## config.mk

```make
export PLATFORM = sky130hd
export DESIGN_NAME = tlb_mgmt_regs
export DESIGN_NICKNAME = d
export VERILOG_FILES = /design/src/rtl/tlb_mgmt_pkg.sv /design/src/rtl/tlb_acc_decode.sv /design/src/rtl/tlb_tid_store.sv /design/src/rtl/tlb_mgmt_regs.sv
export SDC_FILE = /design/constraint.sdc
export NUM_CORES = 2
export LEC_CHECK = 0
export BUFFER_PORTS_ARGS = -buffer_cell sky130_fd_sc_hd__buf_4
export CAP_MARGIN = 10
export CORE_ASPECT_RATIO = 1.25
export CORE_MARGIN = 2
export CORE_UTILIZATION = 30
export DETAILED_ROUTE_END_ITERATION = 10
export PLACE_DENSITY = 0.53
export SLEW_MARGIN = 20
export SYNTH_ARGS = -nofsm -noshare
export SYNTH_HDL_FRONTEND = slang
export SYNTH_SLANG_ARGS = --single-unit
```

## constraint.sdc

```tcl
create_clock -name clk_i -period 2.95 [get_ports clk_i]
set_input_delay 0.295 -clock clk_i [delete_from_list [all_inputs] [get_ports clk_i]]
set_output_delay 0.295 -clock clk_i [all_outputs]
set_load 0.02 [all_outputs]
```

## src/rtl/tlb_mgmt_pkg.sv

```systemverilog
package tlb_mgmt_pkg;
  localparam int unsigned DATA_W  = 32;
  localparam int unsigned RN_W    = 4;
  localparam int unsigned TID_W   = 8;
  localparam int unsigned SEL_W   = 8;

  localparam logic [RN_W-1:0] RN_ENT_LO = 4'h0;
  localparam logic [RN_W-1:0] RN_ENT_HI = 4'h1;
  localparam logic [RN_W-1:0] RN_INDEX  = 4'h2;
  localparam logic [RN_W-1:0] RN_ASID   = 4'h3;
  localparam logic [RN_W-1:0] RN_ZONE   = 4'h4;
  localparam logic [RN_W-1:0] RN_SEARCH = 4'h5;
  localparam logic [RN_W-1:0] RN_ERR    = 4'h6;
  localparam logic [RN_W-1:0] RN_SCR0   = 4'h7;
  localparam int unsigned     SCR_N     = 16 - 7;

  typedef struct packed {
    logic lo_wr;
    logic hi_wr;
    logic hi_rd;
    logic idx_wr;
    logic asid_wr;
    logic zone_wr;
    logic srch_wr;
    logic err_wr;
    logic scr_wr;
    logic rd_en;
    logic rd_ok;
    logic denied;
  } acc_dec_t;
endpackage

```

## src/rtl/tlb_acc_decode.sv

```systemverilog
module tlb_acc_decode
  import tlb_mgmt_pkg::*;
(
  input  logic            wr_i,
  input  logic            rd_i,
  input  logic [RN_W-1:0] reg_num_i,
  input  logic [1:0]      access_lvl_i,
  input  logic            idx_ok_i,
  output acc_dec_t        dec_o
);
  logic lvl_any, lvl_full, is_ent, rd_eff, wr_ok, restricted;

  always_comb begin
    lvl_any    = access_lvl_i != 2'd0;
    lvl_full   = access_lvl_i[1];
    is_ent     = reg_num_i[RN_W-1:1] == '0;
    rd_eff     = rd_i && !wr_i;  // write wins
    wr_ok      = wr_i && lvl_any;
    restricted = reg_num_i == RN_ASID || reg_num_i == RN_ZONE || reg_num_i == RN_SEARCH;

    dec_o.lo_wr   = wr_ok && is_ent && !reg_num_i[0] && idx_ok_i;
    dec_o.hi_wr   = wr_ok && is_ent &&  reg_num_i[0] && idx_ok_i;
    dec_o.hi_rd   = rd_eff && lvl_any && is_ent && reg_num_i[0] && idx_ok_i;
    dec_o.idx_wr  = wr_ok && reg_num_i == RN_INDEX;
    dec_o.asid_wr = wr_ok && lvl_full && reg_num_i == RN_ASID;
    dec_o.zone_wr = wr_ok && lvl_full && reg_num_i == RN_ZONE;
    dec_o.srch_wr = wr_ok && lvl_full && reg_num_i == RN_SEARCH;
    dec_o.err_wr  = wr_ok && reg_num_i == RN_ERR;
    dec_o.scr_wr  = wr_ok && reg_num_i >= RN_SCR0;
    dec_o.rd_en   = rd_eff;
    dec_o.rd_ok   = rd_eff && lvl_any && !(is_ent && !idx_ok_i);
    dec_o.denied  = (wr_i || rd_eff) &&
                    (!lvl_any || (wr_i && !lvl_full && restricted) || (is_ent && !idx_ok_i));
  end
endmodule

```

## src/rtl/tlb_tid_store.sv

```systemverilog
module tlb_tid_store
  import tlb_mgmt_pkg::*;
#(
  parameter int unsigned ENTRIES = 64,
  localparam int unsigned IDX_W  = $clog2(ENTRIES)
) (
  input  logic               clk_i,
  input  logic               rst_ni,
  input  logic [IDX_W-1:0]   idx_i,
  input  logic               we_i,
  input  logic [TID_W-1:0]   wtid_i,
  input  logic               wvld_i,
  output logic [TID_W-1:0]   rtid_o,
  input  logic               chg_i,
  input  logic [TID_W-1:0]   old_id_i,
  output logic [ENTRIES-1:0] mask_o
);
  logic [TID_W-1:0] tid_q [ENTRIES];
  logic [ENTRIES-1:0] vld_q;

  for (genvar g = 0; g < ENTRIES; g++) begin : g_ent
    always_ff @(posedge clk_i or negedge rst_ni) begin
      if (!rst_ni) begin
        tid_q[g] <= '0;
        vld_q[g] <= 1'b0;
      end else if (we_i && idx_i == IDX_W'(g)) begin
        tid_q[g] <= wtid_i;
        vld_q[g] <= wvld_i;
      end
    end
    assign mask_o[g] = chg_i && vld_q[g] && tid_q[g] != '0 && tid_q[g] == old_id_i;
  end

  assign rtid_o = tid_q[idx_i];
endmodule

```

## src/rtl/tlb_mgmt_regs.sv

```systemverilog
module tlb_mgmt_regs
  import tlb_mgmt_pkg::*;
#(
  parameter int unsigned ENTRIES    = 64,
  parameter int unsigned PAGE_SHIFT = 10,
  parameter int unsigned VALID_BIT  = 6,
  localparam int unsigned IDX_W     = $clog2(ENTRIES)
) (
  input  logic               clk_i,
  input  logic               rst_ni,
  input  logic [1:0]         access_lvl_i,
  input  logic [RN_W-1:0]    reg_num_i,
  input  logic [DATA_W-1:0]  wdata_i,
  input  logic               wr_i,
  input  logic               rd_i,
  output logic [DATA_W-1:0]  rdata_o,
  output logic [IDX_W-1:0]   entry_idx_o,
  output logic [DATA_W-1:0]  entry_wdata_o,
  output logic               entry_we_lo_o,
  output logic               entry_we_hi_o,
  input  logic [DATA_W-1:0]  entry_rdata_lo_i,
  input  logic [DATA_W-1:0]  entry_rdata_hi_i,
  output logic               search_req_o,
  output logic [DATA_W-1:0]  search_page_o,
  input  logic               search_hit_i,
  input  logic [IDX_W-1:0]   search_idx_i,
  output logic               inval_one_o,
  output logic [IDX_W-1:0]   inval_idx_o,
  output logic [ENTRIES-1:0] inval_mask_o,
  output logic               flush_all_o
);
  localparam logic [DATA_W-1:0] PAGE_MASK = ~((DATA_W'(1) << PAGE_SHIFT) - DATA_W'(1));

  logic [DATA_W-1:0] idx_q, zone_q, rdata_q, rd_mux;
  logic [TID_W-1:0]  asid_q, cur_tid;
  logic              err_q, idx_ok, asid_chg, asid_bad;
  logic [DATA_W-1:0] scr_q [SCR_N];
  logic [RN_W-1:0]   scr_sel;
  acc_dec_t          dec;

  assign idx_ok   = {1'b0, idx_q[SEL_W-1:0]} < (SEL_W+1)'(ENTRIES);
  assign asid_chg = dec.asid_wr && wdata_i != {{(DATA_W-TID_W){1'b0}}, asid_q};
  assign asid_bad = dec.asid_wr && |wdata_i[DATA_W-1:TID_W];
  assign scr_sel  = reg_num_i - RN_SCR0;

  tlb_acc_decode u_dec (
    .wr_i         (wr_i),
    .rd_i         (rd_i),
    .reg_num_i    (reg_num_i),
    .access_lvl_i (access_lvl_i),
    .idx_ok_i     (idx_ok),
    .dec_o        (dec)
  );

  tlb_tid_store #(.ENTRIES(ENTRIES)) u_tid (
    .clk_i    (clk_i),
    .rst_ni   (rst_ni),
    .idx_i    (entry_idx_o),
    .we_i     (dec.hi_wr),
    .wtid_i   (asid_q),
    .wvld_i   (wdata_i[VALID_BIT]),
    .rtid_o   (cur_tid),
    .chg_i    (asid_chg),
    .old_id_i (asid_q),
    .mask_o   (inval_mask_o)
  );

  always_comb begin
    unique case (reg_num_i)
      RN_ENT_LO: rd_mux = entry_rdata_lo_i;
      RN_ENT_HI: rd_mux = entry_rdata_hi_i;
      RN_INDEX:  rd_mux = idx_q;
      RN_ASID:   rd_mux = {{(DATA_W-TID_W){1'b0}}, asid_q};
      RN_ZONE:   rd_mux = zone_q;
      RN_SEARCH: rd_mux = '0;
      RN_ERR:    rd_mux = {{(DATA_W-1){1'b0}}, err_q};
      default:   rd_mux = scr_q[scr_sel];
    endcase
  end

  always_ff @(posedge clk_i or negedge rst_ni) begin
    if (!rst_ni) begin
      idx_q   <= '0;
      asid_q  <= '0;
      zone_q  <= '0;
      err_q   <= 1'b0;
      rdata_q <= '0;
    end else begin
      if (dec.idx_wr)       idx_q <= wdata_i;
      else if (dec.srch_wr) idx_q <= search_hit_i ? DATA_W'(search_idx_i)
                                                  : (idx_q | {1'b1, {(DATA_W-1){1'b0}}});
      if (dec.asid_wr)      asid_q <= wdata_i[TID_W-1:0];
      else if (dec.hi_rd)   asid_q <= cur_tid;
      if (dec.zone_wr)      zone_q <= wdata_i;
      if (dec.denied || asid_bad) err_q <= 1'b1;
      else if (dec.err_wr)        err_q <= 1'b0;
      if (dec.rd_en)        rdata_q <= dec.rd_ok ? rd_mux : '0;
    end
  end

  for (genvar g = 0; g < SCR_N; g++) begin : g_scr
    always_ff @(posedge clk_i or negedge rst_ni) begin
      if (!rst_ni)                                  scr_q[g] <= '0;
      else if (dec.scr_wr && scr_sel == RN_W'(g))   scr_q[g] <= wdata_i;
    end
  end

  assign rdata_o       = rdata_q;
  assign entry_idx_o   = idx_q[IDX_W-1:0];
  assign entry_wdata_o = wdata_i;
  assign entry_we_lo_o = dec.lo_wr;
  assign entry_we_hi_o = dec.hi_wr;
  assign inval_one_o   = dec.hi_wr;
  assign inval_idx_o   = idx_q[IDX_W-1:0];
  assign search_req_o  = dec.srch_wr;
  assign search_page_o = wdata_i & PAGE_MASK;
  assign flush_all_o   = dec.zone_wr && wdata_i != zone_q;
endmodule

```

======== Word level (Yosys, flattened, before mapping) ========
Index checks and enable logic that the tools add are counted.
storage, ports and cells
  logic and storage cells ................. 686
  memories ................................ 0
  input bits .............................. 113
  output and inout port bits .............. 177
  bits in latches ......................... 0
  memory bits (read-only) ................. 0
  flip-flop bits (word level) ............. 969
  memory bits (writable) .................. 0
cells by class
  magnitude comparators ................... 4
  reduce and logical (&&, ||, !) cells .... 378
  add/subtract/negate cells ............... 1
  multipliers ............................. 0
  bitwise logic cells ..................... 2
  divide/modulo/power cells ............... 0
  muxes and demuxes ....................... 15
  shift operators ......................... 0
  equal/unequal tests ..................... 143
operator list
  cell                                                        count
  == test 8 bit                                               64
  nonzero test 8 bit                                          64
  logical AND 1 bit                                           291
  case mux 32 bit (7 select lines)                            1
  == test 6 bit, second input constant                        32
  2-to-1 mux 32 bit                                           6
  binary-select mux 32 bit (select 4 bit)                     1
  == test 6 x 5 -> 1 bit, second input constant               16
  binary-select mux 8 bit (select 6 bit)                      1
  == test 6 x 4 -> 1 bit, second input constant               8
  2-to-1 mux 8 bit                                            4
  != test 32 bit                                              1
  != test 32 x 8 -> 1 bit                                     1
  == test 4 x 3 -> 1 bit, second input constant               7
  == test 6 x 3 -> 1 bit, second input constant               4
  OR reduction 24 bit                                         1
  == test 4 x 2 -> 1 bit, second input constant               4
  == test 6 x 2 -> 1 bit, second input constant               2
  nonzero test 2 bit                                          5
  == test 4 x 1 -> 1 bit, second input constant               2
  logical NOT 4 bit                                           2
  less-than comparator 8 x 7 -> 1 bit, second input constant  1
  >= comparator 7 bit, second input constant                  1
  NOT 6 -> 7 bit                                              1
  other kinds (12)                                            23

======== Logic depth before layout (Yosys ltp) ========
  depth after elaboration ................. 9
  gate-level depth with buffers ........... 11
  mapped depth without buffers ............ 7

======== By module ========
From an unflattened synthesis, not the netlist that was laid out.
second synthesis, totals
  cells, all modules ...................... 4141
  area, all modules ....................... 52841.9 µm²
by module, submodules not included
  module          seq. area each (µm²)  area an instance (µm²)  times used  cells an instance
  tlb_tid_store   14413.8               32788.9                 1           2673
  tlb_mgmt_regs   9834.4                19874.1                 1           1437
  tlb_acc_decode  0.0                   178.9                   1           31

======== Least setup slack after synthesis ========
No wires, ideal clock.
  path type ............................... input port to flip-flop
  start point ............................. input port reg_num_i[0]
  end point ............................... register rdata_q[13] (netlist: rdata_o[13])
  required time ........................... 2828 ps
  setup time .............................. 122 ps
  stages on the path ...................... 10
  path buffers ............................ 4
  path slack .............................. -116 ps
  arrival time ............................ 2944 ps
  cell sequence ........................... buf_2 > buf_2 > inv_1 > ha_1 > clkbuf_1 > clkbuf_1 > mux4_2 > mux2_1 > a221o_1 > a32o_1
on the way
  cells in the longest elaborated chain, start to end .. 7
  elaborated cells between the ends (all ways) .. 14
  classes of those cells .................. 1 x add/sub; 6 x eq/ne; 5 x mux; 1 x bitwise; 1 x reduce/logical
RTL lines
  what                                                   RTL line             source
  start: declaration                                     tlb_mgmt_regs.sv:12  input logic [RN_W-1:0] reg_num_i,
  subtractor 4 x 3 -> 4 bit                              tlb_mgmt_regs.sv:44  assign scr_sel = reg_num_i - RN_SCR0;
  NOT 4 -> 5 bit (not written as such)                   tlb_mgmt_regs.sv:77  default: rd_mux = scr_q[scr_sel];
  binary-select mux 32 bit (select 4 bit)                tlb_mgmt_regs.sv:77
  2-to-1 mux 32 bit (not written as such) (2 in series)  tlb_mgmt_regs.sv:77
  case mux 32 bit (7 select lines) *                     tlb_mgmt_regs.sv:69  unique case (reg_num_i)
  2-to-1 mux 32 bit *                                    tlb_mgmt_regs.sv:97  if (dec.rd_en) rdata_q <= dec.rd_ok ? rd_mux : '0;
  end signal: assignment                                 tlb_mgmt_regs.sv:97
  end: declaration                                       tlb_mgmt_regs.sv:34  logic [DATA_W-1:0] idx_q, zone_q, rdata_q, rd_mux;
Every way passes the cells marked *; elsewhere a longest branch is shown, timed or not. The select of a mux whose other input is x is not followed.
A chain may end at the register's enable or synchronous reset.

======== Final worst setup path ========
  start point ............................. register asid_q[1]
  end point ............................... output port inval_mask_o[1]
on the way
  cells in the longest elaborated chain, start to end .. 5
  elaborated cells between the ends (all ways) .. 6
  classes of those cells .................. 2 x eq/ne; 4 x reduce/logical
RTL lines
  what                             RTL line             source
  start: declaration               tlb_mgmt_regs.sv:35  logic [TID_W-1:0] asid_q, cur_tid;
  start signal: assignment         tlb_mgmt_regs.sv:92  if (dec.asid_wr) asid_q <= wdata_i[TID_W-1:0];
  start signal: assignment         tlb_mgmt_regs.sv:93  else if (dec.hi_rd) asid_q <= cur_tid;
  != test 32 x 8 -> 1 bit          tlb_mgmt_regs.sv:42  assign asid_chg = dec.asid_wr && wdata_i != {{(DATA_W-TID_W){1'b0}}, asid_q};
  logical AND 1 bit                tlb_mgmt_regs.sv:42
  logical AND 1 bit (2 in series)  tlb_tid_store.sv:31  assign mask_o[g] = chg_i && vld_q[g] && tid_q[g] != '0 && tid_q[g] == old_id_i;
  logical AND 1 bit *              tlb_tid_store.sv:31
  end: declaration                 tlb_mgmt_regs.sv:29  output logic [ENTRIES-1:0] inval_mask_o,
Every way passes the cells marked *; elsewhere a longest branch is shown, timed or not.

==> flow_summary.toml <==
[synth]
synth_cell_types = 71
asyncSetResetFlopFracSynth_pct = 100
synth_warnings = 0
synth.largest_area_cell = "dfrtp_1"
post_synth.cell_area_avg_um2 = 12.7
syn-cell-area_mm2 = 0.0527
post_synth_main_area_contributors = "dfrtp_1, mux2_2, mux4_2"
synth_edf_count = 0
synth.yosys.seq_area_share_pct = 46.0
synth_ff_type = "dfrtp_1"
postSynthRegisterBits = 969
synth_top_cell_area_share_pct = 46.0
synthesis.instances = 4166

[critical_path]
cp_top_family = "buffers and inverters"
timing.critical_path.arrival_ns = 2.83
critical_path.n_buffers_inverters = 3
timing.reg2reg.worst_path_depth = 4
critical_path_class = "reg -> out"
crit_chain = "xor2_2 -> nor4_4 -> a31oi_4 -> buf_12 -> buf_16 -> o2111a_2 -> buf_6"
crit_slowest_cell = "dfrtp_4"
data_required_time_of_the_critical_path_ns = 2.65
worst_setup_path_end_kind = "output port"
logic_depth_of_the_worst_setup_path_including_buffers = 7
timing.critical_path.fanout_max = 8
max_stage_delay_ns = 0.53
critPathLaunchType = "register"

[floorplan]
die-area_mm2 = 0.179
die_width_um = 379
boundaryPins = 290
die_height_um = 473
std_cell_rows = 172
floorplan.initialDensity_pct = 30.1
core_mm2 = 0.175

[clock_network]
clk_path_buf_depth = 3
clock_root_buffer = "clkbuf_16"
clock_tree.htree_level_count = 3
cts_made_buffers = 112
clk_pin_slew_worst_paths_ns = 0.06
clock_tree_from_tritoncts = "built"
clock_sinks = 969
clock_insertion_delay_worst_skew_ns = 0.73

[finish]
seq_area_mm2 = 0.0243
final_area_mm2 = 0.0636
final_nets = 4574
drive_above_1_share_pct = 42.6
num-fill-cells = 17176
area_taken_by_multi_input_logic_gates_mm2 = 0.0266
area_growth_syn_to_layout_pct = 20.6

[place]
placement.cell_area_mm2 = 0.0583
gp_congestion = 0.885
dpl.hpwl_um = 120000
placement.io_buffers = 279

[timing]
worst_slew_pin_slew_ns = 0.937
post-route-period-util_pct = 106
timing.slew.headroom_pct = 36.9
finalSetupTns_ns = -7.86
setup_viol = 64
finClkSkew_ns = 0.0541
rsz0062_at_grt = "yes"
drv_slew = 0
layout_setup_ws_ns = -0.180
hold_viol_final = 0
hold-worst-slack_ns = 0.0752
fmax_achieved_mhz = 320
timing.final.crit_period_ns = 3.13

[global_routing]
grt_pass1_wl_um = 262000
antenna_found_initial = 4
first_global_vias = 37864
grt_start_max_net_pins = 104
grt_overflow_total = 0
globalRouteTotalUtil_pct = 19.5

[drt]
wl_per_cell_um = 26.0
drt-total-wl_um = 179000
first_iter_violations = 2897
route.detailed.drc = 0
vias_per_cell = 5.37
detail-route-antenna-nets = 0
detailroute.via_count = 37065
dr.pass1.iters = 5

[hold_path]
min_delay_path_depth = 4
worstHoldPathType = "in -> reg"

[run_status]
failed_checks = "negative setup slack"
outcome = "finished, violations left"

[pwr]
worst_ir_drop_vdd_v = 0.000632
report.power.total_mw = 39.1
p_per_area_mw_per_mm2 = 614
power.static_leakage_nw = 30.2

[job]
timing.max_cap.violations = 0
[report_power, final]
| part | total, mW | leakage, nW | switching, mW | internal, mW |
|---|---|---|---|---|
| sequential | 15.6 | 13.0 | 1.05 | 14.6 |
| clock | 14.4 | 1.86 | 5.92 | 8.48 |
| combinational | 9.02 | 15.3 | 5.07 | 3.94 |
[cells in the mapped netlist (7+ instances only)]
cell      count
xor2_1      456
buf_2        87
nand2b_1     10
nor2b_1      15
nand4_1      16
nor2_1       27
a22oi_1      61
nor4_1      211
buf_4        80
mux4_2      182
o211ai_1     23
o2111a_1     64
buf_1        29
a221o_1      17
o21ai_0     111
mux2_1       15
nand2_1     123
mux2i_1      71
nor2_2       15
a221oi_1     19
mux2_2      910
a22o_1        7
a32o_1       17
nand3_1      37
nor2_8        8
dfrtp_1     969
a211oi_1      7
inv_1        75
clkbuf_1    212
nor2_4        9
nor3_1       97
xnor2_1      33
a21oi_1      74
[worst paths after layout]
kind	to	slack, ns	from
worst min register to register	u_tid.vld_q[41]	0.48	u_tid.vld_q[41]
worst max register to register	u_tid.tid_q[209]	0.09	idx_q[5]
worst min-delay path	rdata_o[2]	0.08	entry_rdata_lo_i[2]
max in group asynchronous	idx_q[0]	1.75	rst_ni
min in group asynchronous	u_tid.tid_q[477]	0.14	rst_ni
worst max-delay path	inval_mask_o[1]	-0.18	asid_q[1]
[cell families (layout without fill, tap and decap cells)]
family | after synthesis | after routing | share of synthesized area, %
AOI/OAI and AO/OA | 431 | 431 | 5.98
xor gates and xnor gates | 489 | 489 | 8.12
adders and majority gates | 5 | 5 | 0.119
buffers and inverters | 484 | 860 | 4.24
DFF | 969 | 969 | 46.0
muxes | 1178 | 1178 | 28.9
other | 1 | 12 | 0.00711
and+or+nand+nor | 609 | 609 | 6.68
[stage by stage]
step | setup WS, ns | cells | util, %
6_report | -0.180 | 6902 | 36.3
5_1_grt | -0.202 | 6900 | 36.3
4_1_cts | -0.256 | 6894 | 36.1
3_5_place_dp | -0.213 | 6610 | 33.3
3_3_place_gp | -0.252 | 6610 | 33.3
2_1_floorplan | 0.00732 | 4175 | -
[cells in the final DEF (no fill, tap or decap), drive strengths merged, types with 64 or more instances in the layout]
cell and instances:
nor3 98, a21oi 74, inv 78, buf 512
o2111a 64, xor2 456, o21ai 114, dfrtp 969
mux2 925, nand2 124, mux2i 71, nor4 214
mux4 182, clkbuf 164
[sequential cells by signal, indices dropped and copies added (netlist names)]
signal	cells
u_tid.vld_q	64
err_q	1
scr_q	288
idx_q	32
zone_q	32
asid_q	8
rdata_o	32
u_tid.tid_q	512
[worst min-delay path, cell delays in order]
cell and delay, ns:
buf_4 0.08, nand2_1 0.05, nand4_1 0.17, a32o_1 0.18
[cell type report]
cell class / instances / share of cell area (%)
antenna: 2 / 0.00787
timing repair buffer: 576 / 8.91
clock buffer: 160 / 5.07
inverter: 75 / 0.442
multi-input combinational: 2722 / 41.9
tap: 2349 / 4.62
clock inverter: 49 / 0.920
sequential: 969 / 38.2
[routing by layer]
metal  vias up  wire length [um]  global-route usage (%)  share of wire, %
li1      15920                 -                       -                 -
met1     19647             77300                    25.7                43
met2      1201             85100                    32.0                47
met3       295              9970                    2.92               5.6
met4         2              6950                    7.72               3.9
met5         -                15                       0            0.0084
[what timing repair did]
action                                 4_1_cts  5_1_grt
gates resized for setup                    101       49
setup endpoints to repair                   87       80
pin swaps                                   10       28
gates cloned                                 5        4
hold buffers                                58        0
buffers inserted                            12        2
endpoints found under the hold margin      251        0
(Power assumes the default switching activity.)
